===== src/rtl/svm_pkg.sv =====
package svm_pkg;
  typedef enum logic [1:0] {
    SVM_INIT    = 2'd0,
    SVM_ARMED   = 2'd1,
    SVM_TRIPPED = 2'd2
  } svm_state_e;
endpackage


===== src/rtl/svm_level_class.sv =====
module svm_level_class #(
  parameter int LVL_W        = 2,
  parameter int LOW_CODE     = 0,
  parameter int RECOVER_CODE = 2
) (
  input  logic [LVL_W-1:0] level,
  output logic             is_low,
  output logic             is_ok
);
  localparam logic [LVL_W-1:0] LOW_L = LVL_W'(LOW_CODE);
  localparam logic [LVL_W-1:0] REC_L = LVL_W'(RECOVER_CODE);

  always_comb begin
    is_low = (level <= LOW_L);
    is_ok  = (level >= REC_L);
  end
endmodule


===== src/rtl/svm_low_run.sv =====
module svm_low_run #(
  parameter int RUN_LEN = 4,
  parameter int CNT_W   = $clog2(RUN_LEN + 1)
) (
  input  logic             clk,
  input  logic             clr,
  input  logic             step,
  input  logic             brk,
  output logic             hit,
  output logic [CNT_W-1:0] cnt
);
  localparam logic [CNT_W-1:0] LAST = CNT_W'(RUN_LEN - 1);

  always_comb hit = step && (cnt == LAST);

  always_ff @(posedge clk) begin
    if (clr || brk || hit) cnt <= '0;
    else if (step)         cnt <= cnt + 1'b1;
  end
endmodule


===== src/rtl/svm_reset_ctrl.sv =====
module svm_reset_ctrl
  import svm_pkg::*;
#(
  parameter int LVL_W        = 2,
  parameter int RUN_LEN      = 4,
  parameter int LOW_CODE     = 0,
  parameter int RECOVER_CODE = 2
) (
  input  logic             clk,
  input  logic             rst,
  input  logic             opt_en,
  input  logic             smp_valid,
  input  logic [LVL_W-1:0] smp_level,
  output logic             reset_req
);
  localparam int CNT_W = $clog2(RUN_LEN + 1);

  svm_state_e       state;
  logic             lvl_low, lvl_ok;
  logic             run_step, run_brk, run_clr, run_hit;
  logic [CNT_W-1:0] run_cnt;

  svm_level_class #(
    .LVL_W(LVL_W), .LOW_CODE(LOW_CODE), .RECOVER_CODE(RECOVER_CODE)
  ) u_class (
    .level (smp_level),
    .is_low(lvl_low),
    .is_ok (lvl_ok)
  );

  always_comb begin
    run_clr  = rst || !opt_en || (state != SVM_ARMED);
    run_step = smp_valid && lvl_low && (state == SVM_ARMED);
    run_brk  = smp_valid && !lvl_low;
  end

  svm_low_run #(.RUN_LEN(RUN_LEN), .CNT_W(CNT_W)) u_run (
    .clk (clk),
    .clr (run_clr),
    .step(run_step && opt_en),
    .brk (run_brk),
    .hit (run_hit),
    .cnt (run_cnt)
  );

  always_ff @(posedge clk) begin
    if (rst || !opt_en) begin
      state <= SVM_INIT;
    end else begin
      unique case (state)
        SVM_INIT, SVM_TRIPPED:
          if (smp_valid && lvl_ok) state <= SVM_ARMED;
        SVM_ARMED:
          if (run_hit) state <= SVM_TRIPPED;
        default: state <= SVM_INIT;
      endcase
    end
  end

  always_comb reset_req = opt_en && (state != SVM_ARMED);
endmodule


===== config.mk =====
export PLATFORM = sky130hd
export DESIGN_NAME = svm_reset_ctrl
export DESIGN_NICKNAME = d
export VERILOG_FILES = /design/src/rtl/svm_pkg.sv /design/src/rtl/svm_level_class.sv /design/src/rtl/svm_low_run.sv /design/src/rtl/svm_reset_ctrl.sv
export SDC_FILE = /design/constraint.sdc
export NUM_CORES = 1
export LEC_CHECK = 0
export BUFFER_PORTS_ARGS = -buffer_cell sky130_fd_sc_hd__clkbuf_2
export CAP_MARGIN = 25
export CORE_AREA = 5 5 42 44
export CTS_CLUSTER_DIAMETER = 60
export DETAILED_ROUTE_END_ITERATION = 12
export DIE_AREA = 0 0 47 49
export PLACE_DENSITY = 0.39
export SLEW_MARGIN = 15
export SYNTH_ARGS = -nofsm -noshare
export SYNTH_HDL_FRONTEND = slang
export SYNTH_SLANG_ARGS = --single-unit

===== constraint.sdc =====
create_clock -name clk -period 4.03 [get_ports clk]
set_input_delay 0.806 -clock clk [delete_from_list [all_inputs] [get_ports clk]]
set_output_delay 0.806 -clock clk [all_outputs]
set_load 0.05 [all_outputs]

# Word level (Yosys, flattened, before mapping)
# Index checks and enable logic that the tools add are counted.
# Widths: inputs -> output; s select.
[word_totals] register_bits=5 latch_bits=0 ramBits=0 romBits=0 in_bits=6 output_inout_bits=1 word_cells=30 memories=0
[classes] n_addsub=1 mul=0 n_div=0 magnitude_cmp=2 eq_ne=6 shift=0 mux=3 n_bitwise=0 n_reduce_logical=16
[op_table] operator="$logic_and 1x1->1" count=7
[op_table] operator="$logic_or 1x1->1" count=4
[op_table] operator="$mux 2" count=2
[op_table] operator="$ne 2x1->1 const B" count=2
[op_table] operator="$pmux 2 s2" count=1
[op_table] operator="$add 3x1->3 const B" count=1
[op_table] operator="$eq 3x2->1 const B" count=1
[op_table] operator="$eq 2x1->1 const B" count=1
[op_table] operator="$eq 2x2->1 const B" count=1
[op_table] operator="$ge 2x2->1 const B" count=1
[op_table] operator="$le 2x1->1 const B" count=1
[op_table] operator="$logic_not 1->1" count=2
[op_table] operator="$logic_not 2->1" count=1
[op_table] operator="$ne 2x2->1 const B" count=1
[op_table] operator="$reduce_and 2->1" count=1
[op_table] operator="$reduce_or 2->1" count=1

# Longest topological paths before layout
# Gate-level depths: netlist (run 1).
[depth] ltp_word=7 ltp_mapped=5 mapped_depth_nobuf=5

# Modules after synthesis
# A second synthesis (run 1) with hierarchy kept.
[hier_totals] hier_cells=33 area_unflattened_um2=307.8
[by_module_without_submodules] mod="svm_low_run" instances=1 cells_per_inst=17 area_each_um2=163.9 seq_area_each_um2=60.1
[by_module_without_submodules] mod="svm_reset_ctrl" instances=1 cells_per_inst=14 area_each_um2=136.4 seq_area_each_um2=40.0
[by_module_without_submodules] mod="svm_level_class" instances=1 cells_per_inst=2 area_each_um2=7.5 seq_area_each_um2=0.0

# Worst setup path after synthesis (run 1)
# Ideal clock, no wire load.
[synth_path] path_type="input -> output" startpoint="input port opt_en" endpoint="output port reset_req" arrival_ns=1.213 t_required_ns=3.224 setup_slack_ns=2.011 stages=1 path_buffers=0 path_cell_list="and2_1"
[synth_via] elab_chain_len=1
[synth_lines] item="from (decl)" line="svm_reset_ctrl.sv:11" source="input logic opt_en,"
[synth_lines] item="$logic_and 1x1->1" line="svm_reset_ctrl.sv:60" source="always_comb reset_req = opt_en && (state != SVM_ARMED);"
[synth_lines] item="to (decl)" line="svm_reset_ctrl.sv:14" source="output logic reset_req"
# No other way between the ends.

# Final worst setup path (run 1)
# Same ends and word-level chain as after synthesis.

==> results of run 1 <==
## final cells by class
class                   count  area, µm²
inverters                   1       3.75
flip-flops and latches      5        100
clock buffers               4       26.3
fillers                   158       1060
repair buffers              6       30.0
multi-input cells          24        156
well taps                  16       20.0
## per-stage QoR
step                instance area (µm²)  std cells  utilization [%]  hold slack (ns)  setup WS, ns
floorplan                           260         30                -            0.436          2.01
global placement                    310         52             22.1            0.448          1.90
detailed placement                  310         52             22.1            0.455          1.88
CTS                                 337         56             24.0            0.462          1.88
global route                        337         56             24.0            0.486          1.86
finish                              337         56             24.0            0.458          1.89
## synth_stat cells, drive strengths merged
cell type and count:
dfxtp 5, a21oi 3, nand2 3, ha 2
nand2b 2, nor3 2, a2bb2oi 1, and2 1
inv 1, nand3 1, nand3b 1, nand4 1
nand4b 1, nor2 1, nor2b 1, o31ai 1
o32ai 1, or2 1, or4 1
## registers in the layout, summed over array words and instances (netlist names)
signal / count
state: 2
u_run.cnt: 3
## worst max-delay path, stage by stage
cell and delay (ns):
clkbuf_2 0.13, and2_1 0.13, clkbuf_2 0.27
## where the power goes
group | total (mW) | switching, mW | internal (mW)
clock | 0.0569 | 0.0196 | 0.0374
combinational | 0.0118 | 0.00769 | 0.00416
sequential | 0.0503 | 0.000272 | 0.0501
total | 0.119 | 0.0275 | 0.0916
## kinds of logic (layout without fill, tap and decap cells)
logic type	count (synthesis)	count (layout)	synth area share, %
AOI/OAI and AO/OA	6	6	15.4
buffers and inverters	1	11	1.44
DFF	5	5	38.5
adders and majority gates	2	2	9.61
and+or+nand+nor	16	16	35.1
## per-layer routing
layer	track usage, %	wire, µm	vias to the layer above
li1	-	-	133
met3	3.32	71	0
met2	7.01	273	7
met5	0	0	-
met4	5.53	0	0
met1	4.82	226	113
## worst paths after layout
kind / end / cells after the start / from
hold / removal: u_run.cnt[1]$_SDFFE_PP0P_ / 2 / u_run.cnt[1]$_SDFFE_PP0P_
setup reg to reg: state[1]$_SDFFE_PP0P_ / 5 / u_run.cnt[0]$_SDFFE_PP0P_
setup / recovery: reset_req / 3 / opt_en
hold reg to reg: u_run.cnt[1]$_SDFFE_PP0P_ / 2 / u_run.cnt[1]$_SDFFE_PP0P_
==> metrics.txt, run 1 <==
Worst Skew=0.00478 ns; CTS tree=yes; Worst Path Max Fanout=6; Clock Latency Late Sink=~0.24 ns; Final Hold Fails=0; maximum clock frequency=467 MHz; syn nets=38; height of the die=49 µm; total clock buffers created by CTS=3; CP Launch Type=primary input; Hold Crit Class=reg -> reg; Synth top area share=38.5%; drt pass-1 iters=2; 1st-iter DRT viols=4; post-DP HPWL=496 µm; sequential area share after synthesis=between 30% and 40%; initial antenna violation count=0; Crit path arrival time=1.33 ns; Tot GR Track Use=5.21%; share of layout cells above drive strength 1=22.5%; full die area=roughly 0.0023 mm²; CTS H-tree depth=1; Synth area leader=dfxtp_1; top cells by area, synth=dfxtp_1, ha_1, a21oi_1, nand2b_1, nand2_1; clock sink count=5; cell count after synthesis=30; Avg Cell Area, Syn=8.68 µm²; Via-to-Cell Ratio=4.52; Post-Syn Area=about 260 µm²; vias in the first global route=206; Synth Register Bits=5; most frequent cells in the layout=clkbuf_2, dfxtp_1, nand2_1, a21oi_1, clkbuf_4; setup violators final=0; Starting Density=18.6%; Static Leak=between 0.1 and 0.15 nW; CP required=3.22 ns; Post-Route WL=571 µm; Setup crit end kind=output port; reg2reg setup slack=2.62 ns; VDD IR max=0.0631 mV; PortBufs=6; min cycle time layout=2.14 ns; commonest non-fill, non-tap cell in the layout=clkbuf_2; Slew Limit Fails=0; largest net degree at the start of global routing=8; pwr/cell area=354 mW/mm²; core box area=0.00140 mm²; nets=49; Hold Buf Count CTS=0; Setup CP Type=in -> out; Tightest Pin Transition=approximately 0.33 ns; clock slew at reported path FFs=0.04 ns; RSZ-0062 raised after global routing=no; P&R area growth vs syn=29.3%; I/O pins=7; routed len/inst=10.2 µm; CTS root buf=clkbuf_4; final setup TNS=0 ns; total congestion overflow=0; Antenna Nets Post-Route=0; post-route DRC violation count=0; Resized Gates After CTS=0; Clock Path Buffers=2; fin crit share=53.1%; Final GP Congestion=0.761; Synth Warn #=0; Relative slew margins=78.1%; max capacitance violation total=0; vias=253; setup bufs post-CTS=0; row cnt=14; Power, Total=between 0.1 and 0.15 mW; ant diodes=0; first-pass GRT wire length=786 µm; Unique masters post-synth=19; width of the die=47 µm; run status=finished, final reports clean
Note: power is estimated with default switching activity, not from simulation.
==> run 2, diff against run 1 <==
--- a/config.mk
+++ b/config.mk
@@ -11,7 +11,7 @@
 export CTS_CLUSTER_DIAMETER = 60
 export DETAILED_ROUTE_END_ITERATION = 12
 export DIE_AREA = 0 0 47 49
-export PLACE_DENSITY = 0.39
+export PLACE_DENSITY = 0.4
 export SLEW_MARGIN = 15
 export SYNTH_ARGS = -nofsm -noshare
 export SYNTH_HDL_FRONTEND = slang
==> constraint.sdc (replaced) <==
create_clock -name clk -period 1.8 [get_ports clk]
set_input_delay 0.36 -clock clk [delete_from_list [all_inputs] [get_ports clk]]
set_output_delay 0.36 -clock clk [all_outputs]
set_load 0.05 [all_outputs]
==> run 2 against run 1 <==
Effect of this change: critical path depth is the same; count of clock-buffer cells in the layout is the same; clock power grew 130%; sequential cell count is the same; sequential share of layout area is the same; critical path type is now reg -> out.
==> metrics.txt, run 2 (synthesized netlist as in run 1, its figures left out) <==
Hold WS=0.431 ns (-0.0269 ns); nets=49 (unchanged); Static Leak=0.120 nW (unchanged); total congestion overflow=0 (unchanged); RSZ-0062 raised after global routing=no; first-pass GRT wire length=917 µm (+17%); I/O pins=7 (unchanged); VDD IR max=0.248 mV (+290%); total clock buffers created by CTS=3 (unchanged); post-route cell area=337 µm² (unchanged); Slew Limit Fails=0 (unchanged); Post-Route WL=578 µm (+1.2%); Hold Crit Class=in -> reg; setup bufs post-CTS=0 (unchanged); Resized Gates After CTS=0 (unchanged); Top Registers=u_run.cnt: 3 flops, state: 2 flops; Worst Skew=0.00455 ns (-0.000234 ns); CP Launch Type=flip-flop; Relative slew margins=76.2% (-1.9 points); full die area=0.00230 mm² (unchanged); CTS H-tree depth=1 (unchanged); drt pass-1 iters=1 (-1); ant diodes=0 (unchanged); Setup CP Type=reg -> out; worst slack, placed=0.390 ns (-1.49 ns); vias=245 (-3.2%); pwr/cell area=801 mW/mm² (+130%); clock slew at reported path FFs=0.05 ns (about the same); largest register by flop count=u_run.cnt; 1st-iter DRT viols=0 (-4); max reg flops=3 (unchanged); max capacitance violation total=0 (unchanged); most frequent cells in the layout=clkbuf_2, dfxtp_1, nand2_1, a21oi_1, clkbuf_4; Antenna Nets Post-Route=0 (unchanged); Via-to-Cell Ratio=4.38 (-3.2%); core box area=0.00140 mm² (unchanged); PortBufs=6 (unchanged); initial antenna violation count=0 (unchanged); CTS root buf=clkbuf_4; Tightest Pin Transition=0.354 ns (+0.0276 ns); routed len/inst=10.3 µm (+1.2%); final worst slack=0.351 ns (-1.54 ns); Power, Total=0.270 mW (+130%); vias in the first global route=242 (+17%); final setup TNS=0 ns (unchanged); share of layout cells above drive strength 1=22.5% (unchanged); clock sink count=5 (unchanged); P&R area growth vs syn=29.3% (unchanged); row cnt=14 (unchanged); Tot GR Track Use=5.70% (+0.49 points); run status=finished, final reports clean; Setup crit end kind=output port; Starting Density=18.6% (unchanged); Final GP Congestion=0.684 (-10%); Clock Path Buffers=2 (unchanged); height of the die=49 µm (unchanged); Hold Buf Count CTS=0 (unchanged); Crit path arrival time=1.09 ns (-0.24 ns); commonest non-fill, non-tap cell in the layout=clkbuf_2; Clock Latency Late Sink=0.24 ns (about the same); CTS tree=yes; maximum clock frequency=690 MHz; fin crit share=80.5%; Worst Path Max Fanout=3 (-3); min cycle time layout=1.45 ns; largest net degree at the start of global routing=8 (unchanged); CP required=1.44 ns (-1.78 ns); post-route DRC violation count=0 (unchanged); post-DP HPWL=468 µm (-5.5%); width of the die=47 µm (unchanged); Placed Area=310 µm² (unchanged); setup violators final=0 (unchanged); Final Hold Fails=0 (unchanged)
## run 2: cell counts in the layout (fill, tap and decap cells not counted)
No cell type changed its count.
## run 2: stage by stage
step	utilization (%)	cells
floorplan	-	30
global placement	22.1	52
detailed placement	22.1	52
CTS	24.0	56
global route	24.0	56
finish	24.0	56
## run 2: worst paths after layout
| path | from | cells after the start | slack (ns) | endpoint |
|---|---|---|---|---|
| worst max-delay path | state[1]$_SDFFE_PP0P_ | 3 | 0.35 | reset_req |
| worst min-delay path | rst | 3 | 0.43 | state[1]$_SDFFE_PP0P_ |
| worst max register to register | u_run.cnt[0]$_SDFFE_PP0P_ | 5 | 0.39 | state[1]$_SDFFE_PP0P_ |
| worst min register to register | u_run.cnt[1]$_SDFFE_PP0P_ | 2 | 0.46 | u_run.cnt[1]$_SDFFE_PP0P_ |
## run 2: per-layer routing
layer	GRT usage (%)	share of wire, %	vias to the layer above
met1	7.02	50	106
met3	2.58	9.2	0
met4	4.15	0	0
met2	7.47	40	7
met5	0	0	-
li1	-	-	132
## run 2: critical path, stage by stage, from the launching register on
cell,delay [ns]
dfxtp_1,0.30
nand2b_1,0.16
and2_1,0.16
clkbuf_2,0.23
## run 2: power by group
| part | internal [mW] | total (mW) | leakage (nW) | switching [mW] |
|---|---|---|---|---|
| Combinational | 0.00931 | 0.0269 | 0.0646 | 0.0176 |
| Clock | 0.0838 | 0.130 | 0.0150 | 0.0462 |
| Sequential | 0.112 | 0.113 | 0.0404 | 0.000563 |
## run 2: final cells by class
| cell class | instances | area [µm²] |
|---|---|---|
| fillers | 167 | 1060 |
| clock buffers | 4 | 26.3 |
| repair buffers | 6 | 30.0 |
| multi-input cells | 24 | 156 |
| flip-flops and latches | 5 | 100 |
| well taps | 16 | 20.0 |
| inverters | 1 | 3.75 |
==> run 3, diff against run 2 <==
--- a/config.mk
+++ b/config.mk
@@ -11,7 +11,7 @@
 export CTS_CLUSTER_DIAMETER = 60
 export DETAILED_ROUTE_END_ITERATION = 12
 export DIE_AREA = 0 0 47 49
-export PLACE_DENSITY = 0.4
+export PLACE_DENSITY = 0.39
 export SLEW_MARGIN = 15
 export SYNTH_ARGS = -nofsm -noshare
 export SYNTH_HDL_FRONTEND = slang
==> constraint.sdc (replaced) <==
create_clock -name clk -period 1.5 [get_ports clk]
set_input_delay 0.3 -clock clk [delete_from_list [all_inputs] [get_ports clk]]
set_output_delay 0.3 -clock clk [all_outputs]
set_load 0.05 [all_outputs]
==> run 3 against run 2 <==
Effect of this change: critical path depth grew 2; global-route usage increased by 0.57 points; count of clock-buffer cells in the layout unchanged; sequential share of layout area is 0.44 points lower; hold slack got worse by 0.063 ns; register-to-register slack lost 0.31 ns; utilization grew 0.36 points; clock skew decreased by 0.0027 ns; cell area is 1.5% higher; die area is the same; critical path type is now reg -> reg; highest routed layer unchanged.
==> metrics.txt, run 3 (synthesized netlist as in run 1, its figures left out) <==
vias=254 (+3.7%); vias in the first global route=249 (+2.9%); final setup TNS=0 ns (unchanged); largest net degree at the start of global routing=8 (unchanged); first-pass GRT wire length=972 µm (+6.0%); CTS root buf=clkbuf_4; ant diodes=0 (unchanged); total clock buffers created by CTS=3 (unchanged); total congestion overflow=0 (unchanged); fin crit share=a little over nine tenths; nets=49 (unchanged); RSZ-0062 raised after global routing=no; Crit path arrival time=1.59 ns (+0.50 ns); Resized Gates After CTS=0 (unchanged); commonest non-fill, non-tap cell in the layout=clkbuf_2; Cells after DPL=52 (unchanged); max reg flops=3 (unchanged); Final GP Congestion=0.741 (+8.4%); Hold Crit Class=in -> reg; Worst Path Max Fanout=3 (unchanged); clock sink count=5 (unchanged); Final Hold Fails=0 (unchanged); Clock Path Buffers=2 (unchanged); Via-to-Cell Ratio=4.54 (+3.7%); Tot GR Track Use=6.27% (+0.57 points); Setup CP Type=reg -> reg; max capacitance violation total=0 (unchanged); setup violators final=0 (unchanged); pwr/cell area=927 mW/mm² (+16%); post-layout util=24.4% (+0.36 points); P&R area growth vs syn=31.2%; drt pass-1 iters=2 (+1); Post-Route WL=590 µm (+2.1%); Tightest Pin Transition=0.308 ns (-0.0458 ns); initial antenna violation count=0 (unchanged); Hold WS=0.368 ns (-0.0630 ns); Relative slew margins=79.3% (+3.1 points); routed len/inst=10.5 µm (+2.1%); final worst slack=0.0780 ns (-0.273 ns); maximum clock frequency=703 MHz; CTS tree=yes; clock slew at reported path FFs=0.04 ns (about the same); Static Leak=0.121 nW (+0.58%); Starting Density=18.6% (unchanged); post-route cell area=342 µm² (+1.5%); share of layout cells above drive strength 1=25.0% (+2.5 points); Placed Area=310 µm² (unchanged); min cycle time layout=1.42 ns; worst slack, placed=0.103 ns (-0.287 ns); setup bufs post-CTS=0 (unchanged); Clock Latency Late Sink=0.24 ns (about the same); most frequent cells in the layout=clkbuf_2, dfxtp_1, nand2_1, a21oi_1, clkbuf_4; height of the die=49 µm (unchanged); Top Registers=u_run.cnt: 3 flops, state: 2 flops; width of the die=47 µm (unchanged); Slew Limit Fails=0 (unchanged); CP required=1.67 ns (+0.23 ns); CTS H-tree depth=1 (unchanged); 1st-iter DRT viols=2 (+2); VDD IR max=0.326 mV (+32%); Antenna Nets Post-Route=0 (unchanged); full die area=0.00230 mm² (unchanged); row cnt=14 (unchanged); core box area=0.00140 mm² (unchanged); I/O pins=7 (unchanged); post-route DRC violation count=0 (unchanged); Non-Filler Instances=56 (unchanged); run status=finished, final reports clean; Worst Skew=0.00182 ns (-0.00272 ns); Setup crit end kind=flip-flop; CP Launch Type=flip-flop; Power, Total=0.317 mW (+18%); PortBufs=6 (unchanged); Hold Buf Count CTS=0 (unchanged); largest register by flop count=u_run.cnt
## run 3: report_power, final
part           switching [mW]  internal [mW]
registers            0.000697          0.135
clock network          0.0486          0.100
logic                  0.0210         0.0116
## run 3: worst paths after layout
check	startpoint	end	cells past startpoint	slack, ns
worst min register to register	u_run.cnt[1]$_SDFFE_PP0P_	u_run.cnt[1]$_SDFFE_PP0P_	2	0.46
worst max register to register	u_run.cnt[0]$_SDFFE_PP0P_	state[1]$_SDFFE_PP0P_	5	0.08
worst max-delay path	u_run.cnt[0]$_SDFFE_PP0P_	state[1]$_SDFFE_PP0P_	5	0.08
worst min-delay path	rst	state[1]$_SDFFE_PP0P_	3	0.37
## run 3: routing by layer
metal | up-vias | part of all wire, % | track usage (%)
met3 | 0 | 11 | 5.90
met2 | 7 | 45 | 8.37
met5 | - | 0 | 0
met1 | 116 | 44 | 6.61
li1 | 131 | - | -
met4 | 0 | 0 | 2.76
## run 3: cell type report
cell class / instances / area, µm²
fillers: 166 / 1060
inverters: 1 / 3.75
flip-flops and latches: 5 / 100
multi-input cells: 24 / 161
well taps: 16 / 20.0
clock buffers: 4 / 26.3
repair buffers: 6 / 30.0
## run 3: critical path, cell delays in order (launching register included)
cell and delay, ns:
dfxtp_1 0.35, ha_1 0.17, ha_1 0.17, nand3_1 0.09, or4_1 0.41, a21oi_1 0.15
